`config.mk`:
```
export PLATFORM = sky130hd
export DESIGN_NAME = cfg_truthgen
export DESIGN_NICKNAME = d
export VERILOG_FILES = /design/src/rtl/cfg_truthgen_pkg.sv /design/src/rtl/cfg_meta_rf.sv /design/src/rtl/cfg_eval.sv /design/src/rtl/cfg_truthgen.sv
export SDC_FILE = /design/constraint.sdc
export NUM_CORES = 1
export LEC_CHECK = 0
export BUFFER_PORTS_ARGS = -buffer_cell sky130_fd_sc_hd__buf_2
export CAP_MARGIN = 25
export CORE_UTILIZATION = 60
export DETAILED_ROUTE_END_ITERATION = 7
export PLACE_DENSITY = 0.84
export SYNTH_ARGS = -nofsm -noshare
export SYNTH_HDL_FRONTEND = slang
export SYNTH_SLANG_ARGS = --single-unit
```
`constraint.sdc`:
```
create_clock -name clk -period 5.4 [get_ports clk]
set_clock_uncertainty 0.1 [all_clocks]
set_input_delay 0.27 -clock clk [delete_from_list [all_inputs] [get_ports clk]]
set_output_delay 0.27 -clock clk [all_outputs]
set_load 0.03 [all_outputs]
```
`src/rtl/cfg_truthgen_pkg.sv`:
```
package cfg_truthgen_pkg;

    localparam int TBL_W    = 16;
    localparam int LIVE_MAX = 3;

    typedef logic [TBL_W-1:0] tbl_t;

    typedef enum logic [1:0] {OP_AND = 2'd0, OP_OR = 2'd1, OP_XOR = 2'd2, OP_ADD = 2'd3} op_e;
    typedef enum logic [1:0] {ST_IDLE = 2'd0, ST_BODY = 2'd1, ST_DONE = 2'd2} st_e;

    localparam tbl_t PAT_V0    = 16'h5555;
    localparam tbl_t PAT_V1    = 16'h3333;
    localparam tbl_t PAT_CARRY = 16'h0F0F;
    localparam tbl_t PAT_V3    = 16'h00FF;

    // canonical variable pattern handed to the n-th live-in of a run
    function automatic tbl_t live_pat(input logic [1:0] idx);
        case (idx)
            2'd0:    return PAT_V0;
            2'd1:    return PAT_V1;
            2'd2:    return PAT_V3;
            default: return '0;
        endcase
    endfunction

endpackage

```
`src/rtl/cfg_meta_rf.sv`:
```
module cfg_meta_rf
    import cfg_truthgen_pkg::*;
#(
    parameter int REG_W = 4
) (
    input  logic             clk,
    input  logic             rst_n,
    input  logic             we,
    input  logic             clear,
    input  logic [REG_W-1:0] rd_a,
    input  logic [REG_W-1:0] rd_b,
    output tbl_t             tbl_a,
    output logic             def_a,
    output logic             dep_a,
    output tbl_t             tbl_b,
    output logic             def_b,
    output logic             dep_b,
    input  logic             seed_a,
    input  tbl_t             seed_a_tbl,
    input  logic             seed_b,
    input  tbl_t             seed_b_tbl,
    input  logic [REG_W-1:0] wr_dst,
    input  tbl_t             wr_tbl,
    input  logic             wr_dep
);
    localparam int NREG = 1 << REG_W;

    tbl_t            mem [NREG];
    logic [NREG-1:0] def_q;
    logic [NREG-1:0] dep_q;

    assign tbl_a = mem[rd_a];
    assign tbl_b = mem[rd_b];
    assign def_a = def_q[rd_a] & ~clear;
    assign def_b = def_q[rd_b] & ~clear;
    assign dep_a = dep_q[rd_a];
    assign dep_b = dep_q[rd_b];

    always_ff @(posedge clk or negedge rst_n) begin
        if (!rst_n) begin
            def_q <= '0;
            dep_q <= '0;
            for (int i = 0; i < NREG; i++) mem[i] <= '0;
        end else if (we) begin
            for (int i = 0; i < NREG; i++) begin
                if (REG_W'(i) == wr_dst) begin
                    mem[i]   <= wr_tbl;
                    def_q[i] <= 1'b1;
                    dep_q[i] <= wr_dep;
                end else if (seed_a && REG_W'(i) == rd_a) begin
                    mem[i]   <= seed_a_tbl;
                    def_q[i] <= 1'b1;
                    dep_q[i] <= 1'b0;
                end else if (seed_b && REG_W'(i) == rd_b) begin
                    mem[i]   <= seed_b_tbl;
                    def_q[i] <= 1'b1;
                    dep_q[i] <= 1'b0;
                end else if (clear) begin
                    def_q[i] <= 1'b0;
                end
            end
        end
    end

    // a written destination is known to the run on the following cycle
    a_r2_dst_defined: assert property (@(posedge clk) disable iff (!rst_n)
        we |=> def_q[$past(wr_dst)]);

endmodule

```
`src/rtl/cfg_eval.sv`:
```
module cfg_eval
    import cfg_truthgen_pkg::*;
(
    input  op_e  op,
    input  tbl_t ta,
    input  tbl_t tb,
    output tbl_t res,
    output tbl_t gen,
    output tbl_t prop
);
    assign gen  = ta & tb;
    assign prop = ta ^ tb;

    always_comb begin
        unique case (op)
            OP_AND:  res = ta & tb;
            OP_OR:   res = ta | tb;
            OP_XOR:  res = ta ^ tb;
            OP_ADD:  res = prop ^ PAT_CARRY;
            default: res = '0;
        endcase
    end
endmodule

```
`src/rtl/cfg_truthgen.sv`:
```
module cfg_truthgen
    import cfg_truthgen_pkg::*;
#(
    parameter int REG_W = 4
) (
    input  logic             clk,
    input  logic             rst_n,
    input  logic             in_valid,
    input  logic             in_start,
    input  logic             in_end,
    input  logic [1:0]       in_op,
    input  logic [REG_W-1:0] in_src_a,
    input  logic [REG_W-1:0] in_src_b,
    input  logic [REG_W-1:0] in_dst,
    output logic             cfg_valid,
    output logic [15:0]      cfg_gen,
    output logic [15:0]      cfg_prop,
    output logic [15:0]      cfg_out,
    output logic             cfg_err
);
    st_e state, state_nx;

    logic       accept, is_add, same_src;
    logic       new_a, new_b, dep_a_eff, dep_b_eff, over, err_now;
    logic [1:0] live_q, live_base, idx_b;
    logic [2:0] live_next;
    logic       add_q, err_q, add_prev, err_base;
    tbl_t       g_q, p_q, g_base, p_base, g_nx, p_nx;
    tbl_t       tbl_a, tbl_b, ta, tb, res, gen, prop;
    logic       def_a, def_b, dep_a, dep_b;
    op_e        op;

    assign op       = op_e'(in_op);
    assign accept   = in_valid && (in_start || state == ST_BODY);
    assign is_add   = (op == OP_ADD);
    assign same_src = (in_src_a == in_src_b);

    cfg_meta_rf #(.REG_W(REG_W)) u_rf (
        .clk(clk), .rst_n(rst_n), .we(accept), .clear(accept && in_start),
        .rd_a(in_src_a), .rd_b(in_src_b),
        .tbl_a(tbl_a), .def_a(def_a), .dep_a(dep_a),
        .tbl_b(tbl_b), .def_b(def_b), .dep_b(dep_b),
        .seed_a(new_a), .seed_a_tbl(ta), .seed_b(new_b), .seed_b_tbl(tb),
        .wr_dst(in_dst), .wr_tbl(res), .wr_dep(is_add | dep_a_eff | dep_b_eff)
    );

    // live-in allocation and operand selection
    always_comb begin
        live_base = in_start ? 2'd0 : live_q;
        new_a     = !def_a;
        new_b     = !def_b && !same_src;
        idx_b     = live_base + {1'b0, new_a};
        live_next = {1'b0, live_base} + {2'b0, new_a} + {2'b0, new_b};
        over      = live_next > 3'(LIVE_MAX);
        ta        = new_a ? live_pat(live_base) : tbl_a;
        tb        = same_src ? ta : (new_b ? live_pat(idx_b) : tbl_b);
        dep_a_eff = !new_a && dep_a;
        dep_b_eff = same_src ? dep_a_eff : (!new_b && dep_b);
    end

    cfg_eval u_eval (.op(op), .ta(ta), .tb(tb), .res(res), .gen(gen), .prop(prop));

    // run accumulation
    always_comb begin
        add_prev = in_start ? 1'b0 : add_q;
        err_base = in_start ? 1'b0 : err_q;
        g_base   = in_start ? 16'h0000 : g_q;
        p_base   = in_start ? 16'hFFFF : p_q;
        err_now  = over | (is_add & (add_prev | dep_a_eff | dep_b_eff));
        g_nx     = is_add ? gen : g_base;
        p_nx     = is_add ? prop : p_base;
    end

    always_ff @(posedge clk or negedge rst_n) begin
        if (!rst_n) begin
            live_q <= '0;
            add_q  <= 1'b0;
            err_q  <= 1'b0;
            g_q    <= 16'h0000;
            p_q    <= 16'hFFFF;
        end else if (accept) begin
            live_q <= over ? 2'd3 : live_next[1:0];
            add_q  <= add_prev | is_add;
            err_q  <= err_base | err_now;
            g_q    <= g_nx;
            p_q    <= p_nx;
        end
    end

    // state machine: next-state logic and state register
    always_comb begin
        state_nx = state;
        unique case (state)
            ST_IDLE, ST_DONE: begin
                if (accept)                state_nx = in_end ? ST_DONE : ST_BODY;
                else if (state == ST_DONE) state_nx = ST_IDLE;
            end
            ST_BODY: if (accept && in_end) state_nx = ST_DONE;
            default: state_nx = ST_IDLE;
        endcase
    end

    always_ff @(posedge clk or negedge rst_n) begin
        if (!rst_n) state <= ST_IDLE;
        else        state <= state_nx;
    end

    // output registers
    always_ff @(posedge clk or negedge rst_n) begin
        if (!rst_n) begin
            cfg_gen  <= 16'h0000;
            cfg_prop <= 16'hFFFF;
            cfg_out  <= 16'h0000;
            cfg_err  <= 1'b0;
        end else if (accept && in_end) begin
            cfg_gen  <= g_nx;
            cfg_prop <= p_nx;
            cfg_out  <= res;
            cfg_err  <= err_base | err_now;
        end
    end

    assign cfg_valid = (state == ST_DONE);

    a_r5_valid_after_end: assert property (@(posedge clk) disable iff (!rst_n)
        (accept && in_end) |=> cfg_valid);
    a_r5_valid_has_cause: assert property (@(posedge clk) disable iff (!rst_n)
        cfg_valid |-> $past(accept && in_end));
    a_r4_gen_prop_disjoint: assert property (@(posedge clk) disable iff (!rst_n)
        cfg_valid |-> ((cfg_gen & cfg_prop) == 16'h0000));
    a_r7_second_add: assert property (@(posedge clk) disable iff (!rst_n)
        (accept && !in_start && add_q && is_add) |=> err_q);
    a_r8_live_limit: assert property (@(posedge clk) disable iff (!rst_n)
        (accept && over) |=> err_q);

endmodule

```
### Yosys cells after proc, flatten, opt, wreduce, memory -nomap -nowiden

Cells that the tools add are included.

* register bits after elaboration: 375
* latch bits: 0
* RAM bits: 0
* bits in read-only memories: 0
* input port bits: 19
* output and inout port bits: 50
* memories: 0

* add/sub/neg operators: 3
* multiply operators: 0
* div/mod/pow operators: 0
* order comparisons: 5
* equal/unequal tests: 57
* shift operators: 0
* mux-type cells: 179
* bitwise operators: 17
* reductions and logical operators: 116

Operators by type and width (number)
* 2-to-1 mux 16 bit: 59
* binary-select mux 16 bit (select 4 bit): 2
* 2-to-1 mux 1 bit: 104
* == test 4 bit, first input constant: 24
* one-hot mux 15 bit (3 select lines): 2
* AND reduction 2 bit: 33
* one-hot mux 16 bit (4 select lines): 1
* nonzero test 4 bit: 16
* == test 3 x 4 -> 1 bit, first input constant: 12
* nonzero test 3 bit: 16
* logical AND 1 bit: 38
* == test 2 x 4 -> 1 bit, first input constant: 6
* AND 16 bit: 1
* binary-select mux 1 bit (select 4 bit): 4
* OR 16 bit: 1
* XOR 16 bit: 1
* == test 1 x 4 -> 1 bit, first input constant: 3
* zero test 4 bit: 3
* 2-to-1 mux 2 bit: 6
* == test 2 bit, second input constant: 5
* greater-or-equal comparator 5 bit, second input constant: 2
* less-than comparator 4 x 5 -> 1 bit, second input constant: 2
* NOT 4 -> 5 bit: 2
* == test 2 x 1 -> 1 bit, second input constant: 4
* other kinds (16): 30

### Depth between registers and ports, before layout

Gate-level depths: netlist of run 1.

* word-level depth: 16
* depth in mapped cells: 24
* gate-level depth less buffers: 21

### By module

Synthesis of run 1 repeated with hierarchy kept, for this count alone.

* cells, all modules: 2781
* area, all modules: 27003.4 sq um

Modules (own cells, without submodules)
* cfg_meta_rf: instances 1, cells an instance 2211, area each 21459.3 sq um, sequential area each 7206.9 sq um
* cfg_truthgen: instances 1, cells an instance 444, area each 4483.0 sq um, sequential area each 2217.1 sq um
* cfg_eval: instances 1, cells an instance 126, area each 1061.0 sq um, sequential area each 0.0 sq um

### Worst setup path before layout of run 1

Ideal clock, no wire load.

* kind: input to register
* start: in in_src_a[0]
* end: reg u_rf.mem[12] (netlist name)
* data arrival time: 4.669 ns
* data required time: 5.176 ns
* setup slack: 0.507 ns
* stages on the path: 20
* path buffers: 4
* cell sequence: buf_6 -> mux2_2 -> o22ai_1 -> or4_1 -> nand2_1 -> inv_1 -> ha_1 -> xnor2_1 -> inv_1 -> ha_1 -> nor4_1 -> a211o_1 -> buf_2 -> clkbuf_1 -> o21ai_0 -> ha_1 -> a21oi_1 -> clkbuf_1 -> nor2_1 -> a211o_1

* cells in the longest elaborated chain, start to end: 12

RTL lines
* start: declaration: line cfg_truthgen.sv:12 `input logic [REG_W-1:0] in_src_a,`
* binary-select mux 1 bit (select 4 bit): line cfg_meta_rf.sv:34 `assign def_a = def_q[rd_a] & ~clear;`
* 2-to-1 mux 1 bit (not written as such): line cfg_meta_rf.sv:34
* AND 1 bit: line cfg_meta_rf.sv:34
* zero test 1 bit: line cfg_truthgen.sv:50 `new_a = !def_a;`
* adder 2 x 1 -> 2 bit: line cfg_truthgen.sv:52 `idx_b = live_base + {1'b0, new_a};`
* == test 2 bit, or another cell as far along: line cfg_truthgen_pkg.sv:18 `case (idx)`
* one-hot mux 15 bit (3 select lines): line cfg_truthgen_pkg.sv:18
* 2-to-1 mux 16 bit (2 in a row): line cfg_truthgen.sv:56 `tb = same_src ? ta : (new_b ? live_pat(idx_b) : tbl_b);`
* XOR 16 bit, or another cell as far along: line cfg_eval.sv:12, cfg_eval.sv:18
* one-hot mux 16 bit (4 select lines) / 2-to-1 mux 16 bit (equally long branches): line cfg_eval.sv:15, cfg_meta_rf.sv:50
* 2-to-1 mux 16 bit: line cfg_meta_rf.sv:46 `if (REG_W'(i) == wr_dst) begin`
* end signal: indexed assignment: line cfg_meta_rf.sv:47 `mem[i] <= wr_tbl;`
* end signal: indexed assignment: line cfg_meta_rf.sv:51 `mem[i] <= seed_a_tbl;`
* end signal: indexed assignment: line cfg_meta_rf.sv:55 `mem[i] <= seed_b_tbl;`
* end: declaration: line cfg_meta_rf.sv:28 `tbl_t mem [NREG];`

Several ways; a longest one is shown, not always the timed one. The select of a mux whose other input is x is not followed.
A chain may end at the register's enable or synchronous reset.

### Worst setup path after layout of run 1

* start: reg u_rf.def_q[9]
* end: reg u_rf.mem[232] (netlist name)

* cells in the longest elaborated chain, start to end: 13

RTL lines
* start: declaration: line cfg_meta_rf.sv:29 `logic [NREG-1:0] def_q;`
* start signal: assignment: line cfg_meta_rf.sv:41 `def_q <= '0;`
* start signal: indexed assignment: line cfg_meta_rf.sv:48 `def_q[i] <= 1'b1;`
* start signal: indexed assignment: line cfg_meta_rf.sv:52 `def_q[i] <= 1'b1;`
* binary-select mux 1 bit (select 4 bit): line cfg_meta_rf.sv:34
* 2-to-1 mux 1 bit (not written as such): line cfg_meta_rf.sv:34
* AND 1 bit: line cfg_meta_rf.sv:34
* zero test 1 bit: line cfg_truthgen.sv:50
* adder 2 x 1 -> 2 bit: line cfg_truthgen.sv:52
* == test 2 bit, or another cell as far along: line cfg_truthgen_pkg.sv:18
* one-hot mux 15 bit (3 select lines): line cfg_truthgen_pkg.sv:18
* 2-to-1 mux 16 bit (2 in a row): line cfg_truthgen.sv:56
* XOR 16 bit: line cfg_eval.sv:12, cfg_eval.sv:18
* NOT 8 bit (no source line)
* one-hot mux 16 bit (4 select lines): line cfg_eval.sv:15 `unique case (op)`
* 2-to-1 mux 16 bit: line cfg_meta_rf.sv:46

Several ways; a longest one is shown, not always the timed one. The select of a mux whose other input is x is not followed.

==> results.py, run 1 <==
metrics = {
    "run_status": {
        "run_status": "finished, final reports clean",
    },
    "place": {
        "finalWeightedCongestion": 1.09,
        "place.port_buffers": 68,
        "dp_hpwl_um": 66700,
        "placed_cell_area_um2": 24700,
    },
    "clocking": {
        "clk_pin_slew_ps": 70,
        "root_buffer": "clkbuf_16",
        "h-tree-depth": 2,
        "clock_path_buffers": 3,
        "tritoncts": "done",
        "insertion_delay_ps": 620,
        "numCtsBuffers": 42,
        "cts_sinks": 375,
    },
    "power": {
        "ir_worst_vdd_uv": 335,
        "power_density_nw_per_um2": 499,
        "clkPwrFrac_pct": 22.8,
        "switching_share_pct": 40.6,
        "leakage_uw": 0.0109,
        "p_sw_uw": 5280,
        "seqPwrFrac_pct": 36.5,
        "comb_power_share_pct": 40.8,
        "power.internal_uw": 7730,
    },
    "die": {
        "fp.dieH_um": 201,
        "fp.dieW_um": 201,
        "die_area_um2": 40300,
        "core_area_um2": 38800,
        "start_util_pct": 61.0,
        "rows": 72,
        "io_pins": 69,
    },
    "sta": {
        "maxSlewHeadroom_pct": 27.8,
        "min_period_over_period_pct": 93.6,
        "max_slew.worst_pin.slew_ps": 1070,
        "layout_min_cycle_time_ps": 5060,
        "finalSetupViolCount": 0,
        "fmax_ghz": 0.198,
        "fin_tns_setup_ps": 0,
        "slew_viol_final": 0,
        "timing.final.hold_violations": 0,
        "rsz0062_at_grt": "no",
    },
    "setup_path": {
        "crit_top_cell": "ha_1",
        "worstSetupEndpointType": "flip-flop",
        "start_kind": "flip-flop",
        "reg2regPathDepth": 20,
        "worstPathMaxFanout": 12,
        "path_class": "reg -> reg",
        "slowest_stage": "or4_1",
        "cp.arrival_ps": 5410,
        "cp.required_ps": 5750,
        "path_cells": "mux2_2 -> o22ai_1 -> or4_1 -> nand2_1 -> inv_1 -> ha_1 -> xnor2_1 -> inv_1 -> ha_1 -> nor4_2 -> a21oi_1 -> mux2_2 -> ha_1 -> xnor2_1 -> nand2_1 -> o31ai_1 -> buf_4 -> nor3_1 -> a21oi_1 -> o21ai_0",
        "max_stage_delay_ps": 600,
    },
    "synth": {
        "yosysTopAreaCell": "dfrtp_1",
        "yosysSeqAreaShare_pct": 39.8,
        "avgSynthCellArea_um2": 10.1,
        "ys_top_cells_by_area": "dfrtp_1 36%, mux4_2 15%, nand2_1 6.0%, dfstp_2 3.5%, o21ai_0 2.9%",
        "dominantRegCellSynth": "dfrtp_1",
        "netlist_area_um2": 23700,
        "synth_top_area_share_pct": 36.2,
        "ys_ff_latch": 375,
        "synth_edf_count": 0,
        "ys_warn_count": 0,
        "yosys.cell_types.count": 82,
        "synth_fp_nets": 2410,
        "synthArstFlopShare_pct": 100,
        "syn_inst": 2348,
    },
    "routing": {
        "via_per_inst": 7.66,
        "firstDrtPassIters": 6,
        "antenna_left": 0,
        "avgRoutedWirePerCell_um": 31.9,
        "drt_iter0_drc": 3454,
        "drt-total-wl_um": 93000,
        "drc": 0,
        "vias": 22300,
    },
    "job": {
        "cap_violations": 0,
    },
    "finish": {
        "fin_area_um2": 26100,
        "drive_above_1_share_pct": 20.8,
        "n_fill_cell": 2980,
        "areaGrowthSynthToFinish_pct": 10.1,
        "layout.nets": 2426,
    },
    "grt": {
        "grt_first_pass_wirelength_um": 139000,
        "grt_usage_pct": 46.6,
        "overflow": 0,
        "grt_pass1_vias": 21600,
        "grt_max_degree": 129,
        "grt_antenna_before_repair": 1,
    },
    "min_path": {
        "hold_depth": 4,
        "hold_path.class": "in -> reg",
    },
}
-- flip-flops by register name, indices dropped and copies added, names as in the netlist --
register / count
u_rf.mem: 256
cfg_gen: 16
cfg_out: 16
cfg_prop: 16
g_q: 16
p_q: 16
u_rf.def_q: 16
u_rf.dep_q: 16
live_q: 2
state: 2
add_q: 1
cfg_err: 1
err_q: 1
-- layout by cell type, fill, tap and decap left out, types with 9 or more instances in the layout --
cell type,n
nand2b_1,13
nor3_1,61
nand2_1,378
o311ai_0,37
a22oi_1,56
o21ai_0,136
o221ai_1,54
o21a_1,16
nor2b_1,32
mux2_2,19
and2_1,9
ha_1,42
o22ai_1,15
clkbuf_16,42
nand3_1,51
o31ai_1,57
o22a_1,19
a221o_1,20
buf_4,107
a21oi_1,115
nor2_1,96
mux4_2,155
dfrtp_1,343
o31ai_2,10
clkbuf_1,12
inv_1,57
dfstp_2,32
or3_1,20
a22o_1,24
mux2i_1,27
xnor2_1,13
o211ai_1,76
a221oi_1,9
buf_2,65
nor3b_1,16
-- per-layer routing --
metal / up-vias / GRT usage, % / part of all wire, %
met3: 432 / 15.4 / 14
met1: 11000 / 60.6 / 35
met5: - / 0 / 0
met4: 0 / 26.7 / 6.9
li1: 8980 / - / -
met2: 1948 / 68.8 / 44
-- cell families after synthesis --
family                     Yosys count  share of synthesized area [%]
muxes                              203                           16.9
and+or+nand+nor                    719                           13.8
AOI/OAI and AO/OA                  731                           21.9
adders and majority gates           43                           2.30
buffers and inverters              264                           4.81
xor gates and xnor gates            13                          0.481
DFF                                375                           39.8
-- cell type report --
class | count | area (µm²) | area share (%)
Multi-Input combinational cell | 1709 | 13200 | 50.5
Clock inverter | 15 | 198 | 0.758
Tap cell | 518 | 648 | 2.49
Antenna cell | 1 | 2.50 | 0.00960
Sequential cell | 375 | 9420 | 36.1
Clock buffer | 61 | 1190 | 4.57
Timing Repair Buffer | 177 | 1210 | 4.65
Inverter | 59 | 221 | 0.849
-- path summary, 6_finish.rpt --
kind,from,end,slack (ps)
max,u_rf.def_q[9]$_DFFE_PN0P_,u_rf.mem[232]$_DFFE_PN0P_,340
min,in_valid,u_rf.mem[116]$_DFFE_PN0P_,50
max reg2reg,u_rf.def_q[9]$_DFFE_PN0P_,u_rf.mem[232]$_DFFE_PN0P_,340
min reg2reg,cfg_out[15]$_DFFE_PN0P_,cfg_out[15]$_DFFE_PN0P_,370
max in group asynchronous,rst_n,u_rf.mem[85]$_DFFE_PN0P_,3750
min in group asynchronous,rst_n,state[1]$_DFFE_PN0P_,190
-- repair_timing --
item / 4_1_cts / 5_1_grt
buffers inserted: 0 / 0
setup endpoints to repair: 0 / 1
endpoints found under the hold margin: 84 / 0
resized for setup: 0 / 1
hold buffers: 1 / 0
-- stage by stage --
| stage | hold WS [ps] | instances | worst slack, ps | utilization (%) | total power (µW) |
|---|---|---|---|---|---|
| floorplan | -126 | 2348 | 507 | - | 7900 |
| finish | 47.6 | 2915 | 344 | 67.2 | 13000 |
| global route | 94.5 | 2914 | 174 | 67.2 | 13500 |
| detailed placement | 245 | 2836 | 254 | 63.5 | 9770 |
| global placement | 233 | 2833 | 460 | 63.5 | 9540 |
| CTS | 36.8 | 2913 | 369 | 67.1 | 12700 |
-- power by group through the flow --
stage / logic [µW] / registers [µW] / clock network [µW]
3_3_place_gp: 4930 / 4610 / 0
2_1_floorplan: 3240 / 4670 / 0
4_1_cts: 5100 / 4670 / 2960
3_5_place_dp: 5060 / 4700 / 0
6_report: 5310 / 4740 / 2960
5_1_grt: 5570 / 4820 / 3070
-- cells in the mapped netlist, types with 20 or more instances --
cell type  number
dfrtp_1       343
a221o_1        20
a22oi_1        56
dfstp_2        32
or3_1          20
o211ai_1       76
buf_2          40
mux2i_1        27
nand3_1        51
inv_1          57
o31ai_1        63
a22o_1         24
nor3_1         61
nor2b_1        32
nor2_1         96
nand2_1       379
a21oi_1       115
o221ai_1       54
ha_1           42
clkbuf_1      133
o21ai_0       138
mux4_2        155
o311ai_0       37
-- worst max-delay path, delay by kind of cell, from the launching register on --
kind	cells	cell delay [ps]
compound gates	5	760
xor+xnor	2	520
mux	2	490
flops	1	390
simple gates	5	1340
buf+inv	3	460
fa+ha+maj	3	830
Power figures use the tool's default switching activity.
==> run 2: changes to the inputs <==
CORE_ASPECT_RATIO = 1.4   (was unset)
==> run 2 against run 1 <==
Design area rose by 0.11%. Clock power is 4% lower. Via count down 0.41%. Total power down 0.88%. Die area is essentially flat. Register-to-register slack better by 150 ps. Clock-buffer cell count up 3. Critical path depth did not move. Setup slack improved by 150 ps. Largest power group unchanged. Highest routed layer is now met5.
==> results.py, run 2 (synthesized netlist as in run 1, its figures left out) <==
metrics = {
    "clocking": {
        "cts_sinks": 375,
        "tritoncts": "done",
        "insertion_delay_ps": 600,
        "h-tree-depth": 2,
        "root_buffer": "clkbuf_16",
        "cts_resized": 0,
        "clk_pin_slew_ps": 60,
        "clock_path_buffers": 3,
        "numCtsBuffers": 40,
    },
    "setup_path": {
        "path_class": "reg -> reg",
        "reg2reg_slack_ps": 500,
        "start_kind": "flip-flop",
        "cp.arrival_ps": 5240,
        "cp.required_ps": 5740,
        "worstSetupEndpointType": "flip-flop",
        "worstPathMaxFanout": 11,
    },
    "sta": {
        "fin_tns_setup_ps": 0,
        "max_slew.worst_pin.slew_ps": 1050,
        "fmax_ghz": 0.204,
        "holdWs_ps": 227,
        "finalSetupViolCount": 0,
        "min_period_over_period_pct": 90.8,
        "timing.final.hold_violations": 0,
        "rsz0062_at_grt": "no",
        "layout_min_cycle_time_ps": 4900,
        "maxSlewHeadroom_pct": 29.5,
        "slew_viol_final": 0,
    },
    "die": {
        "rows": 85,
        "start_util_pct": 61.2,
        "die_area_um2": 40300,
        "core_area_um2": 38700,
        "fp.dieW_um": 170,
        "io_pins": 69,
        "fp.dieH_um": 237,
    },
    "grt": {
        "grt_pass1_vias": 21800,
        "overflow": 0,
        "grt_antenna_before_repair": 2,
        "grt_usage_pct": 48.2,
        "grt_first_pass_wirelength_um": 140000,
        "grt_max_degree": 113,
    },
    "place": {
        "place.port_buffers": 68,
        "placed_cells": 2847,
        "dp_hpwl_um": 69700,
        "finalWeightedCongestion": 1.04,
    },
    "run_status": {
        "run_status": "finished, final reports clean",
    },
    "finish": {
        "largest_reg_flops": 256,
        "ff_latch_area_um2": 9420,
        "largest_register": "u_rf.mem",
        "final_common_cell": "nand2_1",
        "areaGrowthSynthToFinish_pct": 10.2,
        "n_fill_cell": 3087,
        "layout.nets": 2434,
        "drive_above_1_share_pct": 21.1,
        "layout_common_cells": "378 x nand2_1, 343 x dfrtp_1, 155 x mux4_2, 136 x o21ai_0, 115 x a21oi_1",
        "final_cells": 2926,
        "multiInputGateArea_um2": 13200,
    },
    "routing": {
        "via_per_inst": 7.60,
        "drt-total-wl_um": 95000,
        "drt_iter0_drc": 3017,
        "firstDrtPassIters": 8,
        "drc": 0,
        "avgRoutedWirePerCell_um": 32.5,
        "vias": 22200,
        "antenna_left": 0,
    },
    "job": {
        "cap_violations": 0,
    },
    "power": {
        "ir_worst_vdd_uv": 344,
        "power_density_nw_per_um2": 494,
        "p_sw_uw": 5240,
        "seqPwrFrac_pct": 36.7,
        "power.internal_uw": 7660,
        "clkPwrFrac_pct": 21.9,
        "leakage_uw": 0.0109,
        "switching_share_pct": 40.6,
        "comb_power_share_pct": 41.4,
    },
    "min_path": {
        "hold_path.class": "in -> async",
    },
}
run 2: layout make-up:
type / instances / share of cell area (%)
clock buffers: 64 / 4.64
diodes: 1 / 0.00958
flip-flops and latches: 375 / 36.1
clock inverters: 9 / 0.403
inverters: 59 / 0.848
repair buffers: 187 / 5.00
well taps: 522 / 2.50
multi-input cells: 1709 / 50.5
run 2: what timing repair did:
action / 4_1_cts / 5_1_grt
hold endpoints to repair: 77 / 0
hold buffers: 1 / 0
buffers inserted: 0 / 0
run 2: routing by layer:
metal  vias up  track usage [%]  wire length [µm]
met5         -                0                18
met1     10900             56.4             31700
met4         2             35.9              8570
met2      1801             75.1             43800
li1       9036                -                 -
met3       494             13.9             10900
run 2: per-stage QoR:
| stage | total power (µW) | util (%) | setup WS, ps | area, µm² |
|---|---|---|---|---|
| floorplan | 7900 | - | 507 | 23700 |
| global placement | 9560 | 63.8 | 282 | 24700 |
| detailed placement | 9820 | 63.9 | 206 | 24700 |
| global route | 13400 | 67.4 | 195 | 26100 |
| CTS | 12600 | 67.3 | 404 | 26100 |
| finish | 12900 | 67.4 | 497 | 26100 |
run 2: final timing paths:
path,start,end,depth (start not counted)
max in group asynchronous,rst_n,u_rf.mem[14]$_DFFE_PN0P_,3
worst min-delay path,rst_n,cfg_out[15]$_DFFE_PN0P_,2
worst max register to register,u_rf.def_q[7]$_DFFE_PN0P_,u_rf.mem[56]$_DFFE_PN0P_,20
min in group clk,in_start,cfg_gen[5]$_DFFE_PN0P_,5
worst min register to register,cfg_gen[6]$_DFFE_PN0P_,cfg_gen[6]$_DFFE_PN0P_,2
worst max-delay path,u_rf.def_q[7]$_DFFE_PN0P_,u_rf.mem[56]$_DFFE_PN0P_,20
run 2: critical path, cell delays in order, from the launching register on:
cell	delay (ps)
dfrtp_1	400
mux2_4	270
mux4_2	630
nand2_2	170
nand2_1	90
inv_1	90
ha_1	160
xnor2_1	200
inv_1	110
ha_1	210
buf_4	160
nor4_1	260
buf_4	190
a21oi_1	50
mux2_2	290
ha_1	340
xnor2_1	140
nand2_1	110
o31ai_1	100
buf_4	240
o311ai_0	400
run 2: power groups by stage:
stage / Combinational (µW) / Sequential (µW) / Clock (µW)
after floorplan: 3240 / 4670 / 0
after global placement: 4960 / 4600 / 0
after detailed placement: 5110 / 4710 / 0
after CTS: 5150 / 4670 / 2810
after global routing: 5610 / 4810 / 2940
final: 5330 / 4730 / 2830
